--- config.mk ---
export PLATFORM = sky130hd
export DESIGN_NAME = cart_bank_latch
export DESIGN_NICKNAME = d
export VERILOG_FILES = /design/src/rtl/cbl_pkg.sv /design/src/rtl/cbl_rst_sync.sv /design/src/rtl/cbl_sync.sv /design/src/rtl/cbl_bank_reg.sv /design/src/rtl/cbl_prg_map.sv /design/src/rtl/cart_bank_latch.sv
export SDC_FILE = /design/constraint.sdc
export NUM_CORES = 1
export LEC_CHECK = 0
export BUFFER_PORTS_ARGS = -buffer_cell sky130_fd_sc_hd__buf_4
export CAP_MARGIN = 20
export CORE_AREA = 2 2 39 41
export DETAILED_ROUTE_END_ITERATION = 6
export DIE_AREA = 0 0 41 43
export HOLD_SLACK_MARGIN = 0.1
export PLACE_DENSITY = 0.56
export SLEW_MARGIN = 5
export SYNTH_ARGS = -nofsm -noshare
export SYNTH_HDL_FRONTEND = slang
export SYNTH_HIERARCHICAL = 1
export SYNTH_SLANG_ARGS = --single-unit
--- constraint.sdc ---
create_clock -name clk -period 0.8 [get_ports clk]
set_input_delay 0.08 -clock clk [delete_from_list [all_inputs] [get_ports clk]]
set_output_delay 0.08 -clock clk [all_outputs]
set_load 0.03 [all_outputs]
--- src/rtl/cbl_pkg.sv ---
package cbl_pkg;
  localparam int DATA_W      = 8;
  localparam int BANK_W      = 4;
  localparam int SYNC_STAGES = 2;
  localparam int RST_STAGES  = 2;
  typedef logic [BANK_W-1:0] bank_t;
endpackage

--- src/rtl/cbl_rst_sync.sv ---
// Reset conditioner: asserts at once, releases after STAGES clock edges.
module cbl_rst_sync #(
  parameter int STAGES = 2
) (
  input  logic clk,
  input  logic rst_n,
  output logic srst_n
);
  logic [STAGES-1:0] chain_q;
  logic [STAGES-1:0] chain_d;

  always_comb begin
    chain_d = {chain_q[STAGES-2:0], 1'b1};
  end

  always_ff @(posedge clk or negedge rst_n) begin
    if (!rst_n) chain_q <= '0;
    else        chain_q <= chain_d;
  end

  assign srst_n = chain_q[STAGES-1];
endmodule

--- src/rtl/cbl_sync.sv ---
// Multi-bit, per-bit independent synchroniser with a per-bit reset value.
module cbl_sync #(
  parameter int          WIDTH   = 2,
  parameter int          STAGES  = 2,
  parameter logic [WIDTH-1:0] RST_VAL = '0
) (
  input  logic             clk,
  input  logic             srst_n,
  input  logic [WIDTH-1:0] din,
  output logic [WIDTH-1:0] dout
);
  for (genvar b = 0; b < WIDTH; b++) begin : g_bit
    logic [STAGES-1:0] stg_q;
    logic [STAGES-1:0] stg_d;

    always_comb begin
      stg_d = {stg_q[STAGES-2:0], din[b]};
    end

    always_ff @(posedge clk or negedge srst_n) begin
      if (!srst_n) stg_q <= {STAGES{RST_VAL[b]}};
      else         stg_q <= stg_d;
    end

    assign dout[b] = stg_q[STAGES-1];
  end
endmodule

--- src/rtl/cbl_bank_reg.sv ---
// Detects the end of ROM select and loads the bank on write cycles.
module cbl_bank_reg
  import cbl_pkg::*;
(
  input  logic  clk,
  input  logic  srst_n,
  input  logic  sel_n_s,   // synchronised ROM select
  input  logic  m2_s,      // synchronised M2
  input  logic  rw,        // raw read/write, sampled on the detect edge
  input  bank_t d_lo,      // raw data low bits, sampled on the detect edge
  output bank_t bank_q
);
  logic  sel_prev_q;
  logic  sel_rise;
  logic  load_en;
  bank_t bank_d;

  // Next-state: a rising select with M2 already low marks the end of an
  // M2-high phase inside the window; read/write gates the load.
  always_comb begin
    sel_rise = sel_n_s & ~sel_prev_q;
    load_en  = sel_rise & ~m2_s & ~rw;
    bank_d   = load_en ? d_lo : bank_q;
  end

  always_ff @(posedge clk or negedge srst_n) begin
    if (!srst_n) begin
      sel_prev_q <= 1'b1;
      bank_q     <= '0;
    end else begin
      sel_prev_q <= sel_n_s;
      if (load_en) bank_q <= bank_d;
    end
  end

  assert_load_value_R2: assert property (@(posedge clk) disable iff (!srst_n)
    (sel_rise && !m2_s && !rw) |=> (bank_q == $past(d_lo)));

  assert_edge_pulse_R2: assert property (@(posedge clk) disable iff (!srst_n)
    sel_rise |=> !sel_rise);

  assert_read_hold_R4: assert property (@(posedge clk) disable iff (!srst_n)
    (sel_rise && rw) |=> $stable(bank_q));

  assert_idle_hold_R5: assert property (@(posedge clk) disable iff (!srst_n)
    !sel_rise |=> $stable(bank_q));
endmodule

--- src/rtl/cbl_prg_map.sv ---
// Upper program address: switchable lower half, last bank in upper half.
module cbl_prg_map
  import cbl_pkg::*;
(
  input  logic  a14,
  input  bank_t bank,
  output bank_t prg_hi
);
  always_comb begin
    prg_hi = a14 ? {BANK_W{1'b1}} : bank;
  end
endmodule

--- src/rtl/cart_bank_latch.sv ---
module cart_bank_latch
  import cbl_pkg::*;
(
  input  logic              clk,
  input  logic              rst_n,
  input  logic              cpu_a15,
  input  logic              cpu_a14,
  input  logic              cpu_rw,
  input  logic              cpu_m2,
  input  logic [DATA_W-1:0] cpu_d,
  output logic              rom_sel_n,
  output logic [BANK_W-1:0] prg_hi,
  output logic [BANK_W-1:0] bank
);
  logic       srst_n;
  logic [1:0] bus_raw;
  logic [1:0] bus_s;
  logic       unused_dhi;

  assign rom_sel_n  = ~(cpu_a15 & cpu_m2);
  assign bus_raw    = {cpu_m2, rom_sel_n};
  assign unused_dhi = ^cpu_d[DATA_W-1:BANK_W];

  cbl_rst_sync #(.STAGES(RST_STAGES)) u_rst (
    .clk    (clk),
    .rst_n  (rst_n),
    .srst_n (srst_n)
  );

  // bit 1: M2 (idle low), bit 0: ROM select (idle high)
  cbl_sync #(.WIDTH(2), .STAGES(SYNC_STAGES), .RST_VAL(2'b01)) u_sync (
    .clk    (clk),
    .srst_n (srst_n),
    .din    (bus_raw),
    .dout   (bus_s)
  );

  cbl_bank_reg u_bank (
    .clk     (clk),
    .srst_n  (srst_n),
    .sel_n_s (bus_s[0]),
    .m2_s    (bus_s[1]),
    .rw      (cpu_rw),
    .d_lo    (cpu_d[BANK_W-1:0]),
    .bank_q  (bank)
  );

  cbl_prg_map u_map (
    .a14    (cpu_a14),
    .bank   (bank),
    .prg_hi (prg_hi)
  );

  assert_reset_clear_R6: assert property (@(posedge clk)
    $rose(srst_n) |-> (bank == '0));

  assert_fixed_half_R8: assert property (@(posedge clk) disable iff (!srst_n)
    (cpu_a14 && bank != '1) |-> (prg_hi != bank));
endmodule

## After elaboration in Yosys (flattened, before gate mapping)

Cells that the tools add are included.

- Muxes and demuxes: 1
- Bitwise operators: 8

Operator list:

| cell | number |
|---|---|
| bitwise AND 1 bit | 4 |
| two-way mux 4 bit | 1 |
| inverter 1 bit | 4 |

- Input port bits: 14
- Register bits after elaboration: 11
- Output and inout bits: 9
- Logic and storage cells: 14

## Logic depth before layout (Yosys ltp)

- Depth after elaboration: 4
- Depth in mapped cells: 3

## Cells and area by module

Netlist, hierarchy kept.

Modules (own cells, without submodules):

| module | instances | cells each | area an instance (sq um) |
|---|---|---|---|
| cbl_bank_reg | 1 | 10 | 195.2 |
| cbl_sync | 1 | 6 | 117.6 |
| cbl_rst_sync | 1 | 3 | 53.8 |
| cbl_prg_map | 1 | 4 | 25.0 |
| cart_bank_latch | 1 | 1 | 3.8 |

## Worst setup path after synthesis

Ideal clock, no wire load.

- Path type: register to register
- From: register u_sync.g_bit[0].stg_q[1]
- To: register u_bank.bank_q[0]
- Stages on the path, launching flop included: 4
- Slack: -0.532 ns
- Path buffers: 1
- Required time: 0.675 ns
- Data arrival time: 1.207 ns
- Cell sequence: dfstp_2 buf_4 nor4b_4 mux2_2

- Word-level cells in the longest chain between the ends: 3

Ends and longest elaborated chain:

| what | line | RTL |
|---|---|---|
| start: declaration | cbl_sync.sv:13 | `logic [STAGES-1:0] stg_q;` |
| start signal: assignment | cbl_sync.sv:21 | `if (!srst_n) stg_q <= {STAGES{RST_VAL[b]}};` |
| start signal: assignment | cbl_sync.sv:22 | `else stg_q <= stg_d;` |
| bitwise AND 1 bit | cbl_bank_reg.sv:21 | `sel_rise = sel_n_s & ~sel_prev_q;` |
| bitwise AND 1 bit (2 in series) | cbl_bank_reg.sv:22 | `load_en = sel_rise & ~m2_s & ~rw;` |
| end signal: assignment | cbl_bank_reg.sv:32 | `if (load_en) bank_q <= bank_d;` |
| end: declaration | cbl_bank_reg.sv:11 | `output bank_t bank_q` |

Every way passes these cells.
A chain may end at the register's enable or synchronous reset.

## Worst setup path after layout

- From: register u_sync.g_bit[0].stg_q[1]
- To: register u_bank.bank_q[3]

The elaborated chain is that of the path after synthesis.

==> flow_summary.ini <==
[setup_path]
r2r-end = u_bank/bank_q[3]
crit_fanout = 4
crit_buf_inv = 1
worstRegToRegCells = 3
critPathCapture = u_bank/bank_q[3]
crit_slowest_cell = dfstp_2
setup.worst_path.class = reg -> reg
cp-start-kind = register
worstPathCellList = nor4b_4 > buf_4 > mux2_4
worstPathArrival_ns = 1.45
critPathMaxStageDelay_ns = 0.53
crit_family = flip-flops
crit_required_ns = 0.94
critical_path_depth = 3
r2r_start = u_sync/g_bit[0].stg_q[1]
startpoint = u_sync/g_bit[0].stg_q[1]
critPathCaptureType = register
regToRegSetupSlack_ns = -0.51

[run]
maxCapViolations = 0

[drt]
post-route-drc-count = 0
vias = 283
firstDrtPassIters = 2
ant_nets = 0
drt_wl_total_um = 801
wl_per_cell_um = 11.61
vias_per_cell = 4.101
drtIter0Drc = 6

[yosys]
synth_edf_count = 0
synthXorXnorAreaFrac_pct = 0
syn-num-nets = 38
yosysMostFrequentCell = dfrtp_1
yosys.area_share.simple_pct = 13.29
synthesis.instances = 24
yosysSeqAreaShare_pct = 70.57
synth_top_family_by_area = simple AND/OR/NAND/NOR gates
yosys.area_share.adder_pct = 0
synthTopCellsByArea = dfrtp_1, dfstp_2, mux2_2
synth_ff_type = dfrtp_1
synth.area.mux_share_pct = 11.39
synth_area_um2 = 395.4
ys_top_cells_by_count = dfrtp_1, mux2_2, or2_1
synth_async_sr_flop_share_pct = 100.0
post-synth-top-area-cell = dfrtp_1
syn_avg_cell_area_um2 = 16.47
synth_compound_area_share_pct = 0
ys_types = 8
yosys.area.top_type_share_pct = 50.63
ys_ff_latch = 11
yosys_warnings = 6

[cells_and_area]
drive_gt1_share_pct = 77.36
multi_input_area_um2 = 128.9
area_delta_synth_final_pct = 80.70
final_core_utilization_pct = 51.63
nFillCells = 128
final-seq-area_um2 = 279.0
nets = 68
antenna_cells = 0

[sta]
rsz0062_at_grt = true
finalSetupTns_ns = -4.403
fin_crit_sh_pct = 163.5
whs_ns = -0.03971
finalSetupViolations = 13
fin_crit_ns = 1.308
finalClockSkew_ns = 0.001603
drv_slew = 0
setup_slack_ns = -0.5077
fmax_mhz = 764.7
hold_violations = 1

[placed_design]
gp_congestion = 0.6361
dp_hpwl_um = 619.6
port_buffers = 18
pre_cts_ws_ns = -0.5441

[die]
die_y_um = 43
ios = 23
coreArea_um2 = 1384
rows = 14
dieArea_um2 = 1763
floorplan.initialDensity_pct = 28.57
die_x_um = 41

[cts]
cts.reportedPaths.clkPinSlew_ns = 0.06
cts.htree.levels = 1
clock_latency_ns = 0.25
cts_root_buf = clkbuf_4
clkSinkCount = 11
numCtsBuffers = 3
cts_tree = done
clock_path_buffers = 2

[grt]
track_usage_pct = 11.29
grt_pass1_vias = 322
grt_pass1_wl_um = 1283
grt_antenna_before_repair = 0
grt_start_max_net_pins = 10
overflow = 0

[power]
p_leak_nw = 0.3443
p_per_area_nw_per_um2 = 2431
ir_worst_vdd_v = 0.001123
p_total_mw = 1.737

[hold_path]
hold_path.class = in -> reg

[outcome]
status = finished, violations left
violations = hold timing, setup timing
==> worst register-to-register path, delay by kind of cell, from the launching register on <==
family	cells	cell delay (ns)
muxes	1	0.31
DFF	1	0.53
buffers and inverters	1	0.18
and+or+nand+nor	1	0.17
==> cells by family after synthesis <==
logic type / Yosys count
and+or+nand+nor: 6
other: 1
buffers and inverters: 2
DFF: 11
muxes: 4
==> through the flow <==
step / cells / area (um2) / hold WS (ns)
2_1_floorplan: 24 / 405.4 / -0.2156
3_3_place_gp: 60 / 575.6 / -0.1374
3_5_place_dp: 60 / 575.6 / -0.1354
4_1_cts: 68 / 696.9 / -0.04344
5_1_grt: 69 / 714.4 / -0.05068
6_report: 69 / 714.4 / -0.03971
==> flip-flops by register name (all words and copies together), names as in the netlist <==
name                flops
u_bank/bank_q           4
u_sync/g_bit.stg_q      4
u_rst/chain_q           2
u_bank/sel_prev_q       1
==> cell usage in the layout, fill, tap and decap left out <==
cell,netlist,routed
clkbuf_1,0,1
buf_4,2,11
mux2_4,0,4
dfstp_2,3,3
nor4b_4,1,1
clkbuf_4,0,3
dlygate4sd3_1,0,2
dfrtp_1,8,8
buf_6,0,14
or2_4,0,4
conb_1,1,1
nand2_2,0,1
==> where the power goes <==
part           internal [mW]  switching (mW)  leakage (nW)
clock                  0.192           0.159        0.0150
sequential             0.629          0.0624         0.126
combinational          0.411           0.283         0.203
total                   1.23           0.504         0.344
==> routing by layer <==
metal | GRT usage, % | vias up | wire, um
met1 | 11.42 | 140 | 267
met2 | 19.38 | 10 | 495
li1 | - | 133 | -
met5 | 0 | - | 0
met4 | 6.000 | 0 | 0
met3 | 3.141 | 0 | 39
==> worst min path at each step <==
stage | startpoint | endpoint | slack, ns | cells after the start
6_report | cpu_a15 | u_sync/g_bit[0].stg_q[0] | -0.04 | 2
5_1_grt | cpu_a15 | u_sync/g_bit[0].stg_q[0] | -0.05 | 2
4_1_cts | cpu_a15 | u_sync/g_bit[0].stg_q[0] | -0.04 | 2
3_5_place_dp | rst_n | u_rst/chain_q[0] | -0.14 | 1
3_3_place_gp | rst_n | u_rst/chain_q[1] | -0.14 | 1
2_1_floorplan | rst_n | u_rst/chain_q[0] | -0.22 | 0
==> cell type report <==
type                            instances  share of cell area [%]
Sequential cell                        11                   39.05
Multi-Input combinational cell         11                   18.04
Tap cell                               16                   2.802
Timing Repair Buffer                   27                   36.43
Clock buffer                            4                   3.678
==> repair_timing <==
action / in CTS / in global routing
endpoints found under the hold margin: 8 / 6
gates resized for setup: 16 / 4
pin swaps: 0 / 2
setup buffers: 2 / 2
endpoints found under the setup margin: 12 / 13
hold buffers: 2 / 1
No activity file was read; power rests on OpenSTA's default activity.
